--- src/rtl/pm_evt_pkg.sv ---
package pm_evt_pkg;

    localparam int DW = 8;

    // Implemented status bits: 0..3 and 7
    localparam logic [DW-1:0] STAT_IMPL = 8'h8F;

    typedef enum logic [1:0] {
        H_NONE = 2'd0,
        H_STAT = 2'd1,
        H_EN1  = 2'd2,
        H_EN2  = 2'd3
    } host_off_e;

    typedef enum logic {
        M_STAT = 1'b0,
        M_EN2  = 1'b1
    } mcu_off_e;

    typedef struct packed {
        logic          stat_we;
        logic          en_we;
        logic [DW-1:0] data;
    } wr_req_t;

    function automatic wr_req_t host_decode(logic wr, logic [1:0] addr, logic [DW-1:0] d);
        wr_req_t r;
        r.stat_we = wr && (host_off_e'(addr) == H_STAT);
        r.en_we   = wr && (host_off_e'(addr) == H_EN2);
        r.data    = d;
        return r;
    endfunction

    function automatic wr_req_t mcu_decode(logic wr, logic addr, logic [DW-1:0] d);
        wr_req_t r;
        r.stat_we = wr && (mcu_off_e'(addr) == M_STAT);
        r.en_we   = wr && (mcu_off_e'(addr) == M_EN2);
        r.data    = d;
        return r;
    endfunction

endpackage

--- src/rtl/pm_evt_status.sv ---
module pm_evt_status
    import pm_evt_pkg::*;
#(
    parameter logic [DW-1:0] IMPL = STAT_IMPL
) (
    input  logic          clk,
    input  logic          rst,
    input  logic          m_we,
    input  logic [DW-1:0] m_wd,
    input  logic          h_we,
    input  logic [DW-1:0] h_wd,
    input  logic          irq_clr,
    output logic [DW-1:0] stat_q,
    output logic          irq_q
);

    logic [DW-1:0] stat_nxt;

    // Direct load from the microcontroller first, then the host clear mask
    always_comb begin
        stat_nxt = stat_q;
        if (m_we) begin
            stat_nxt = m_wd;
        end
        if (h_we) begin
            stat_nxt = stat_nxt & ~h_wd;
        end
        stat_nxt = stat_nxt & IMPL;
    end

    always_ff @(posedge clk) begin
        if (rst) begin
            stat_q <= '0;
        end else begin
            stat_q <= stat_nxt;
        end
    end

    // Sticky request; a new host write beats a simultaneous acknowledge
    always_ff @(posedge clk) begin
        if (rst) begin
            irq_q <= 1'b0;
        end else if (h_we) begin
            irq_q <= 1'b1;
        end else if (irq_clr) begin
            irq_q <= 1'b0;
        end
    end

endmodule

--- src/rtl/pm_evt_enable.sv ---
module pm_evt_enable
    import pm_evt_pkg::*;
#(
    parameter logic [DW-1:0] MASK = 8'h07
) (
    input  logic          clk,
    input  logic          rst,
    input  logic          m_we,
    input  logic [DW-1:0] m_wd,
    input  logic          h_we,
    input  logic [DW-1:0] h_wd,
    output logic [DW-1:0] en_q
);

    always_ff @(posedge clk) begin
        if (rst) begin
            en_q <= '0;
        end else if (h_we) begin
            en_q <= h_wd & MASK;
        end else if (m_we) begin
            en_q <= m_wd & MASK;
        end
    end

endmodule

--- src/rtl/pm_evt_rdport.sv ---
module pm_evt_rdport #(
    parameter int NSRC = 2,
    parameter int DW   = 8,
    localparam int AW  = (NSRC > 1) ? $clog2(NSRC) : 1
) (
    input  logic                     clk,
    input  logic                     rst,
    input  logic                     rd,
    input  logic [AW-1:0]            sel,
    input  logic [NSRC-1:0][DW-1:0]  src,
    output logic [DW-1:0]            rdata
);

    always_ff @(posedge clk) begin
        if (rst) begin
            rdata <= '0;
        end else if (rd) begin
            rdata <= src[sel];
        end
    end

endmodule

--- src/rtl/pm_evt_regs.sv ---
module pm_evt_regs
    import pm_evt_pkg::*;
#(
    parameter logic [DW-1:0] EN2_MASK = 8'h07
) (
    input  logic          clk,
    input  logic          rst,
    input  logic [1:0]    host_addr,
    input  logic          host_wr,
    input  logic          host_rd,
    input  logic [DW-1:0] host_wdata,
    output logic [DW-1:0] host_rdata,
    input  logic          mcu_addr,
    input  logic          mcu_wr,
    input  logic          mcu_rd,
    input  logic [DW-1:0] mcu_wdata,
    output logic [DW-1:0] mcu_rdata,
    input  logic          mcu_irq_clr,
    output logic          mcu_irq
);

    localparam int HSRC = 4;
    localparam int MSRC = 2;

    wr_req_t hreq;
    wr_req_t mreq;
    logic [DW-1:0] stat_q;
    logic [DW-1:0] en2_q;
    logic [HSRC-1:0][DW-1:0] hsrc;
    logic [MSRC-1:0][DW-1:0] msrc;

    assign hreq = host_decode(host_wr, host_addr, host_wdata);
    assign mreq = mcu_decode(mcu_wr, mcu_addr, mcu_wdata);

    pm_evt_status #(.IMPL(STAT_IMPL)) u_stat (
        .clk     (clk),
        .rst     (rst),
        .m_we    (mreq.stat_we),
        .m_wd    (mreq.data),
        .h_we    (hreq.stat_we),
        .h_wd    (hreq.data),
        .irq_clr (mcu_irq_clr),
        .stat_q  (stat_q),
        .irq_q   (mcu_irq)
    );

    pm_evt_enable #(.MASK(EN2_MASK)) u_en2 (
        .clk  (clk),
        .rst  (rst),
        .m_we (mreq.en_we),
        .m_wd (mreq.data),
        .h_we (hreq.en_we),
        .h_wd (hreq.data),
        .en_q (en2_q)
    );

    // Read source maps; the first enable register and offset 0 are constant zero
    always_comb begin
        hsrc         = '0;
        hsrc[H_STAT] = stat_q;
        hsrc[H_EN2]  = en2_q;
        msrc         = '0;
        msrc[M_STAT] = stat_q;
        msrc[M_EN2]  = en2_q;
    end

    pm_evt_rdport #(.NSRC(HSRC), .DW(DW)) u_hrd (
        .clk   (clk),
        .rst   (rst),
        .rd    (host_rd),
        .sel   (host_addr),
        .src   (hsrc),
        .rdata (host_rdata)
    );

    pm_evt_rdport #(.NSRC(MSRC), .DW(DW)) u_mrd (
        .clk   (clk),
        .rst   (rst),
        .rd    (mcu_rd),
        .sel   (mcu_addr),
        .src   (msrc),
        .rdata (mcu_rdata)
    );

endmodule

--- config.mk ---
export PLATFORM = sky130hd
export DESIGN_NAME = pm_evt_regs
export DESIGN_NICKNAME = d
export VERILOG_FILES = /design/src/rtl/pm_evt_pkg.sv /design/src/rtl/pm_evt_status.sv /design/src/rtl/pm_evt_enable.sv /design/src/rtl/pm_evt_rdport.sv /design/src/rtl/pm_evt_regs.sv
export SDC_FILE = /design/constraint.sdc
export NUM_CORES = 1
export LEC_CHECK = 0
export ABC_AREA = 1
export BUFFER_PORTS_ARGS = -buffer_cell sky130_fd_sc_hd__buf_2
export CAP_MARGIN = 15
export CELL_PAD_IN_SITES_DETAIL_PLACEMENT = 1
export CELL_PAD_IN_SITES_GLOBAL_PLACEMENT = 2
export CORE_ASPECT_RATIO = 0.8
export CORE_MARGIN = 10
export CORE_UTILIZATION = 25
export DETAILED_ROUTE_END_ITERATION = 10
export PLACE_DENSITY = 0.82
export SKIP_CTS_REPAIR_TIMING = 1
export SYNTH_ARGS = -nofsm -noshare
export SYNTH_HDL_FRONTEND = slang
export SYNTH_HIERARCHICAL = 1
export SYNTH_SLANG_ARGS = --single-unit
--- constraint.sdc ---
create_clock -name clk -period 0.9 [get_ports clk]
set_clock_uncertainty 0.1 [all_clocks]
set_input_delay 0.18 -clock clk [delete_from_list [all_inputs] [get_ports clk]]
set_output_delay 0.18 -clock clk [all_outputs]
set_load 0.05 [all_outputs]
==> flow_summary.yaml, run 1 <==
routing:
  drt.antenna.violating_nets: 0
  wl_met1_um: 2040
  wirelength_um: 4300
  wl_met3_um: 252
  wl_per_cell_um: 10.9
  viasPerCell: 4.10
  drt-pass1-iter-count: 4
  highest_layer: "met4"
  drc: 0
  first_iter_violations: 21
  wl_met2_um: 1990
  vias: 1623
place:
  hpwl_um: 3570
  globalplace.congestion: 0.779
  dpl.cell_count: 391
  numPortBuffers: 36
worst_setup_path:
  cp-end-kind: "output port"
  arrival_ns: 0.79
  cp_cell_sequence: "buf_8"
  critical_path_required_ns: 0.62
  critPathTopFamily: "flip-flops"
  path_class: "flop to output port"
  crit_path_max_incr_delay_ns: 0.38
  cpMaxStageDelayCell: "dfxtp_4"
  path_max_fanout: 2
  start_kind: "flop"
  cp.buffers_inverters: 1
global_routing:
  grt-ovfl-total: 0
  grt_usage_pct: 8.65
  grt_pass1_wl_um: 7240
  antenna_found_initial: 0
  grt_pass1_vias: 1701
  grt_max_degree: 17
die:
  core_area_um2: 6380
  fp.dieH_um: 92.3
  chipWidth_um: 110
  io-pin-count: 43
  dieArea_um2: 10200
  num_rows: 26
  initial_core_util_pct: 25.6
clock_network:
  clk_path_buf_depth: 2
  clk_pin_slew_worst_paths_ns: 0.09
  cts_root_buf: "clkbuf_8"
  htree_levels: 1
  clkLatencyLatePin_ns: 0.26
  cts_tree: "built"
  cts_inserted_buffers: 3
  clock-sinks: 25
finish:
  multiInputGateArea_um2: 923
  layout.nets: 339
  final_util_pct: 34.9
  area.sequential_um2: 537
  area_growth_pct: 36.3
  layout.cells.non_filler: 396
  drive_gt1_share_pct: 39.1
  fillCellCount: 848
  diodes: 0
synth:
  ys_warn_count: 6
  synth_area_um2: 1630
  syn_area_per_cell_um2: 6.47
  ys_types: 19
  syn_inst: 252
  synth-seq-area-share_pct: 30.7
  synth_seq_cells: 25
power_and_ir_drop:
  total_power_mw: 2.84
  p_per_area_nw_per_um2: 1280
  ir_worst_vdd_mv: 0.477
  p_leak_nw: 1.16
hold_path:
  hp-class: "input port to flop"
sta:
  setup_viol_count_final: 17
  whs_ns: 0.0571
  period_share_pct: 119
  timing.fmax_ghz: 0.931
  fin_ws_ns: -0.174
  drv_slew: 0
  post-route-min-period_ns: 1.07
  finalHoldViolCount: 0
  rsz0062_at_grt: "true"
outcome:
  violations: "setup timing"
  outcome: "finished with violations"
run:
  cap_viol_max_count: 0
[area by class of cell]
| cell class | count | share of cell area [%] |
|---|---|---|
| clock buffer | 4 | 2.02 |
| timing repair buffer | 52 | 21.5 |
| inverter | 34 | 6.07 |
| sequential | 25 | 24.1 |
| tap | 84 | 4.72 |
| multi-input combinational | 197 | 41.5 |
[worst min-delay path, stage by stage]
cell and delay [ns]:
buf_2 0.08, inv_1 0.03, nand2_1 0.04, a21oi_1 0.05
[sequential cells by signal (all words and copies together), names as in the netlist]
| signal | count |
|---|---|
| u_en2/en_q | 3 |
| u_hrd/rdata | 8 |
| u_mrd/rdata | 8 |
| u_stat/irq_q | 1 |
| u_stat/stat_q | 5 |
[layer usage]
layer | up-vias | global-route usage, %
met2 | 29 | 14.8
met5 | - | 0
met1 | 737 | 9.83
li1 | 855 | -
met4 | 0 | 1.60
met3 | 2 | 3.64
[report_power, final]
group	internal (mW)	switching (mW)	total, mW
Clock	0.317	0.363	0.680
Combinational	0.364	0.532	0.896
Sequential	1.20	0.0709	1.27
Total	1.88	0.966	2.84
[path summary, 6_finish.rpt]
path / slack (ns) / depth (start not counted) / startpoint / to
max: -0.17 / 1 / u_mrd/rdata[5] / mcu_rdata[5]
min: 0.06 / 4 / mcu_irq_clr / u_stat/irq_q
max reg2reg: 0.05 / 5 / u_mrd/rdata[7] / u_mrd/rdata[7]
min reg2reg: 0.38 / 2 / u_stat/irq_q / u_stat/irq_q
[cells in the mapped netlist]
cell type | number | share of area (%)
dfxtp_1 | 25 | 31
nand3_2 | 6 | 3.7
nor2_2 | 8 | 3.1
inv_8 | 1 | 0.69
inv_2 | 4 | 0.92
inv_1 | 29 | 6.7
nand2_2 | 10 | 3.8
a21oi_2 | 8 | 4.3
buf_4 | 11 | 5.1
a21oi_1 | 1 | 0.31
conb_1 | 3 | 0.69
o21ai_0 | 8 | 2.5
nor2_4 | 1 | 0.69
clkbuf_4 | 1 | 0.46
nand3_1 | 24 | 7.4
nand2_1 | 91 | 21
buf_6 | 3 | 2.1
buf_12 | 2 | 2.5
nor2_1 | 16 | 3.7
[kinds of logic after synthesis]
kind of cell	synth area share [%]
compound gates	7.06
simple gates	43.3
buf+inv	18.3
flops	30.7
other cells	0.690
[placed cells by master (no fill, tap or decap), drive strengths merged]
master,instances
a21oi,9
buf,52
clkbuf,4
conb,24
dfxtp,25
inv,34
nand2,101
nand3,30
nor2,25
o21ai,8
[metrics by stage]
stage	worst slack (ns)	cell area [um^2]	setup TNS (ns)
6_report	-0.174	2220	-2.52
5_1_grt	-0.208	2220	-3.19
4_1_cts	-0.293	2030	-4.42
3_5_place_dp	-0.162	1980	-2.30
3_3_place_gp	-0.153	1980	-1.93
2_1_floorplan	0.0156	1730	0
Power figures use the tool's default switching activity.
==> run 2, diff against run 1 <==
- PLACE_DENSITY: 0.82 -> 0.79
- clock period: 0.9 -> 1.3 ns (I/O delays scaled with it)
==> run 2 against run 1 <==
The flow now finishes without violations. Critical path depth unchanged. Hold slack improved by 0.068 ns. Sequential share of layout area increased by 1.9 points. Sequential power decreased by 33%. Critical path type unchanged. Largest cell class unchanged. Largest power group unchanged.
==> flow_summary.yaml, run 2 (synthesis results as in run 1) <==
routing:
  wirelength_um: 4260
  drt.antenna.violating_nets: 0
  drt-pass1-iter-count: 4
  drc: 0
  viasPerCell: 3.94
  first_iter_violations: 23
  vias: 1518
  wl_per_cell_um: 11.1
run:
  cap_viol_max_count: 0
power_and_ir_drop:
  p_per_area_nw_per_um2: 964
  p_leak_nw: 1.06
  ir_worst_vdd_mv: 0.390
  total_power_mw: 1.85
clock_network:
  cts_root_buf: "clkbuf_8"
  clock-sinks: 25
  cts_inserted_buffers: 3
  clk_pin_slew_worst_paths_ns: 0.09
  clk_path_buf_depth: 2
  clkLatencyLatePin_ns: 0.27
  cts_tree: "built"
  htree_levels: 1
finish:
  area.sequential_um2: 500
  area_growth_pct: 17.7
  layout.cells.non_filler: 385
  largestRegisters: "u_hrd/rdata (8), u_mrd/rdata (8), u_stat/stat_q (5)"
  stdcell_area_um2: 1920
  fillCellCount: 864
  drive_gt1_share_pct: 27.6
  layout.nets: 328
  final_common_cell: "nand2_1"
  diodes: 0
  final_util_pct: 30.1
  layout_common_cells: "nand2_1 (91), buf_2 (34), inv_1 (29)"
  multiInputGateArea_um2: 911
place:
  pre_cts_slack_ns: 0.0504
  dpl.cell_count: 381
  hpwl_um: 3500
  globalplace.congestion: 0.785
  placed_cell_area_um2: 1870
  numPortBuffers: 36
worst_setup_path:
  arrival_ns: 0.90
  critical_path_required_ns: 0.94
  crit_path_max_incr_delay_ns: 0.35
  critPathTopFamily: "flip-flops"
  cpMaxStageDelayCell: "dfxtp_1"
  cp.buffers_inverters: 1
  cp_cell_sequence: "buf_2"
  path_class: "flop to output port"
  cp-end-kind: "output port"
  start_kind: "flop"
  path_max_fanout: 2
global_routing:
  grt_max_degree: 18
  grt_usage_pct: 9.01
  grt_pass1_wl_um: 7520
  grt-ovfl-total: 0
  antenna_found_initial: 0
  grt_pass1_vias: 1717
hold_path:
  hp-class: "input port to flop"
sta:
  fin_ws_ns: 0.0401
  drv_slew: 0
  post-route-min-period_ns: 1.26
  tns_ns: 0
  timing.fmax_ghz: 0.794
  period_share_pct: 96.9
  setup_viol_count_final: 0
  finalHoldViolCount: 0
  whs_ns: 0.125
  rsz0062_at_grt: "false"
die:
  num_rows: 26
  dieArea_um2: 10200
  chipWidth_um: 110
  io-pin-count: 43
  fp.dieH_um: 92.3
  core_area_um2: 6380
  initial_core_util_pct: 25.6
outcome:
  outcome: "finished clean"
run 2: changes by cell type in the layout (fill, tap and decap cells not counted), sizes merged:
cell    previous run  this run
buf               52        40
clkinv             0         1
run 2: worst paths after layout:
check / slack, ns / depth (start not counted) / start / to
worst min-delay path: 0.12 / 4 / mcu_irq_clr / u_stat/irq_q
worst max register to register: 0.39 / 4 / u_en2/en_q[1] / u_hrd/rdata[1]
worst max-delay path: 0.04 / 1 / u_mrd/rdata[7] / mcu_rdata[7]
worst min register to register: 0.38 / 2 / u_stat/irq_q / u_stat/irq_q
run 2: where the power goes:
group,switching [mW],internal [mW],total (mW)
combinational,0.360,0.156,0.516
sequential,0.0337,0.819,0.853
clock,0.267,0.215,0.483
run 2: area by class of cell:
cell class | instances | share of cell area, %
clock buffer | 3 | 2.15
tap | 84 | 5.47
multi-input combinational | 197 | 47.4
timing repair buffer | 41 | 11.6
clock inverter | 1 | 0.261
inverter | 34 | 7.04
sequential | 25 | 26.1
run 2: layer usage:
layer	vias to the layer above	wire [um]	global-route usage, %
met3	2	242	3.29
met2	27	1900	14.8
met5	-	0	0
li1	824	-	-
met4	0	23	1.92
met1	665	2090	11.0
==> run 3, diff against run 2 <==
- BUFFER_PORTS_ARGS: -buffer_cell sky130_fd_sc_hd__buf_2 -> -buffer_cell sky130_fd_sc_hd__buf_4
- SETUP_SLACK_MARGIN: unset -> 0.15
==> run 3 against run 2 <==
Final cell count rose by 0.26%. Sequential share of layout area fell by 1.7 points. Largest cell class unchanged. Critical path depth did not move. Clock power rose by 0.8%. Worst setup slack improved by 0.10 ns. Wire length rose by 3.4%. Combinational power rose by 17%. Power rose by 6.2%. Global-route usage rose by 0.15 points. Via count rose by 3.2%.
==> flow_summary.yaml, run 3 (synthesis results as in run 1) <==
outcome:
  outcome: "finished clean"
worst_setup_path:
  arrival_ns: 0.80
  start_kind: "flop"
  critPathTopFamily: "flip-flops"
  crit_path_max_incr_delay_ns: 0.38
  ff2ff_setup_slack_ns: 0.39
  r2r_start: "u_stat/stat_q[3]"
  cp-end-kind: "output port"
  cp.buffers_inverters: 1
  path_max_fanout: 2
  r2r_cells: 4
  cp_cell_sequence: "buf_8"
  critical_path_required_ns: 0.94
  cpMaxStageDelayCell: "dfxtp_4"
  path_class: "flop to output port"
  rr_endpoint: "u_hrd/rdata[3]"
die:
  dieArea_um2: 10200
  num_rows: 26
  chipWidth_um: 110
  io-pin-count: 43
  fp.dieH_um: 92.3
  core_area_um2: 6380
  initial_core_util_pct: 25.6
global_routing:
  grt_pass1_wl_um: 7670
  grt_max_degree: 18
  grt_pass1_vias: 1680
  grt_usage_pct: 9.16
  grt-ovfl-total: 0
  antenna_found_initial: 0
clock_network:
  clk_path_buf_depth: 2
  clk_pin_slew_worst_paths_ns: 0.09
  cts_root_buf: "clkbuf_8"
  clock-sinks: 25
  clkLatencyLatePin_ns: 0.27
  htree_levels: 1
  cts_inserted_buffers: 3
  cts_tree: "built"
routing:
  wirelength_um: 4410
  first_iter_violations: 21
  viasPerCell: 4.06
  drt.antenna.violating_nets: 0
  wl_per_cell_um: 11.4
  drc: 0
  vias: 1566
  drt-pass1-iter-count: 4
power_and_ir_drop:
  total_power_mw: 1.97
  p_per_area_nw_per_um2: 914
  p_leak_nw: 1.12
  ir_worst_vdd_mv: 0.287
hold_path:
  holdCritStartpoint: "mcu_irq_clr"
  hold_path_end: "u_stat/irq_q"
  hp-class: "input port to flop"
  hold_depth: 4
run:
  cap_viol_max_count: 0
sta:
  setup_viol_count_final: 0
  post-route-min-period_ns: 1.16
  tns_ns: 0
  rsz0062_at_grt: "true"
  timing.fmax_ghz: 0.865
  finalHoldViolCount: 0
  drv_slew: 0
  fin_ws_ns: 0.143
  period_share_pct: 89.0
finish:
  layout.cells.non_filler: 386
  area_growth_pct: 31.9
  layout_common_cells: "nand2_1 (91), inv_1 (29), buf_4 (25)"
  fillCellCount: 839
  diodes: 0
  drive_gt1_share_pct: 33.1
  final_common_cell: "nand2_1"
  largestRegisters: "u_hrd/rdata (8), u_mrd/rdata (8), u_stat/stat_q (5)"
  layout.nets: 329
place:
  dpl.cell_count: 380
  hpwl_um: 3640
  numPortBuffers: 36
  pre_cts_slack_ns: 0.0320
  globalplace.congestion: 0.783
==> run 3: routing by layer <==
layer	routed length (um)	track usage, %
met4	14	1.28
met5	0	0
met3	212	3.15
met1	2030	10.9
met2	2150	15.7
==> run 3: area by class of cell <==
| class | instances | area [um^2] | area share (%) |
|---|---|---|---|
| Sequential cell | 25 | 524 | 24.4 |
| Timing Repair Buffer | 42 | 432 | 20.1 |
| Inverter | 34 | 135 | 6.28 |
| Clock buffer | 4 | 45.0 | 2.09 |
| Multi-Input combinational cell | 197 | 911 | 42.3 |
| Tap cell | 84 | 105 | 4.88 |
==> run 3: metrics by stage <==
step	util (%)	area (um^2)	hold WS (ns)
floorplan	-	1710	0.229
finish	33.8	2150	0.114
detailed placement	30.6	1950	0.365
global placement	30.6	1950	0.349
CTS	31.3	2000	0.116
global route	33.8	2150	0.126
==> run 3: power by group <==
part / internal (mW) / switching, mW
combinational: 0.240 / 0.366
clock: 0.220 / 0.267
sequential: 0.826 / 0.0467
==> run 3: worst max path at each step <==
| stage | from | to | cells past startpoint |
|---|---|---|---|
| floorplan | u_hrd/rdata[7] | u_hrd/rdata[7] | 2 |
| global placement | host_addr[1] | u_en2/en_q[2] | 8 |
| detailed placement | host_addr[1] | u_en2/en_q[2] | 8 |
| CTS | u_mrd/rdata[5] | mcu_rdata[5] | 1 |
| global route | u_mrd/rdata[5] | mcu_rdata[5] | 1 |
| finish | u_mrd/rdata[5] | mcu_rdata[5] | 1 |
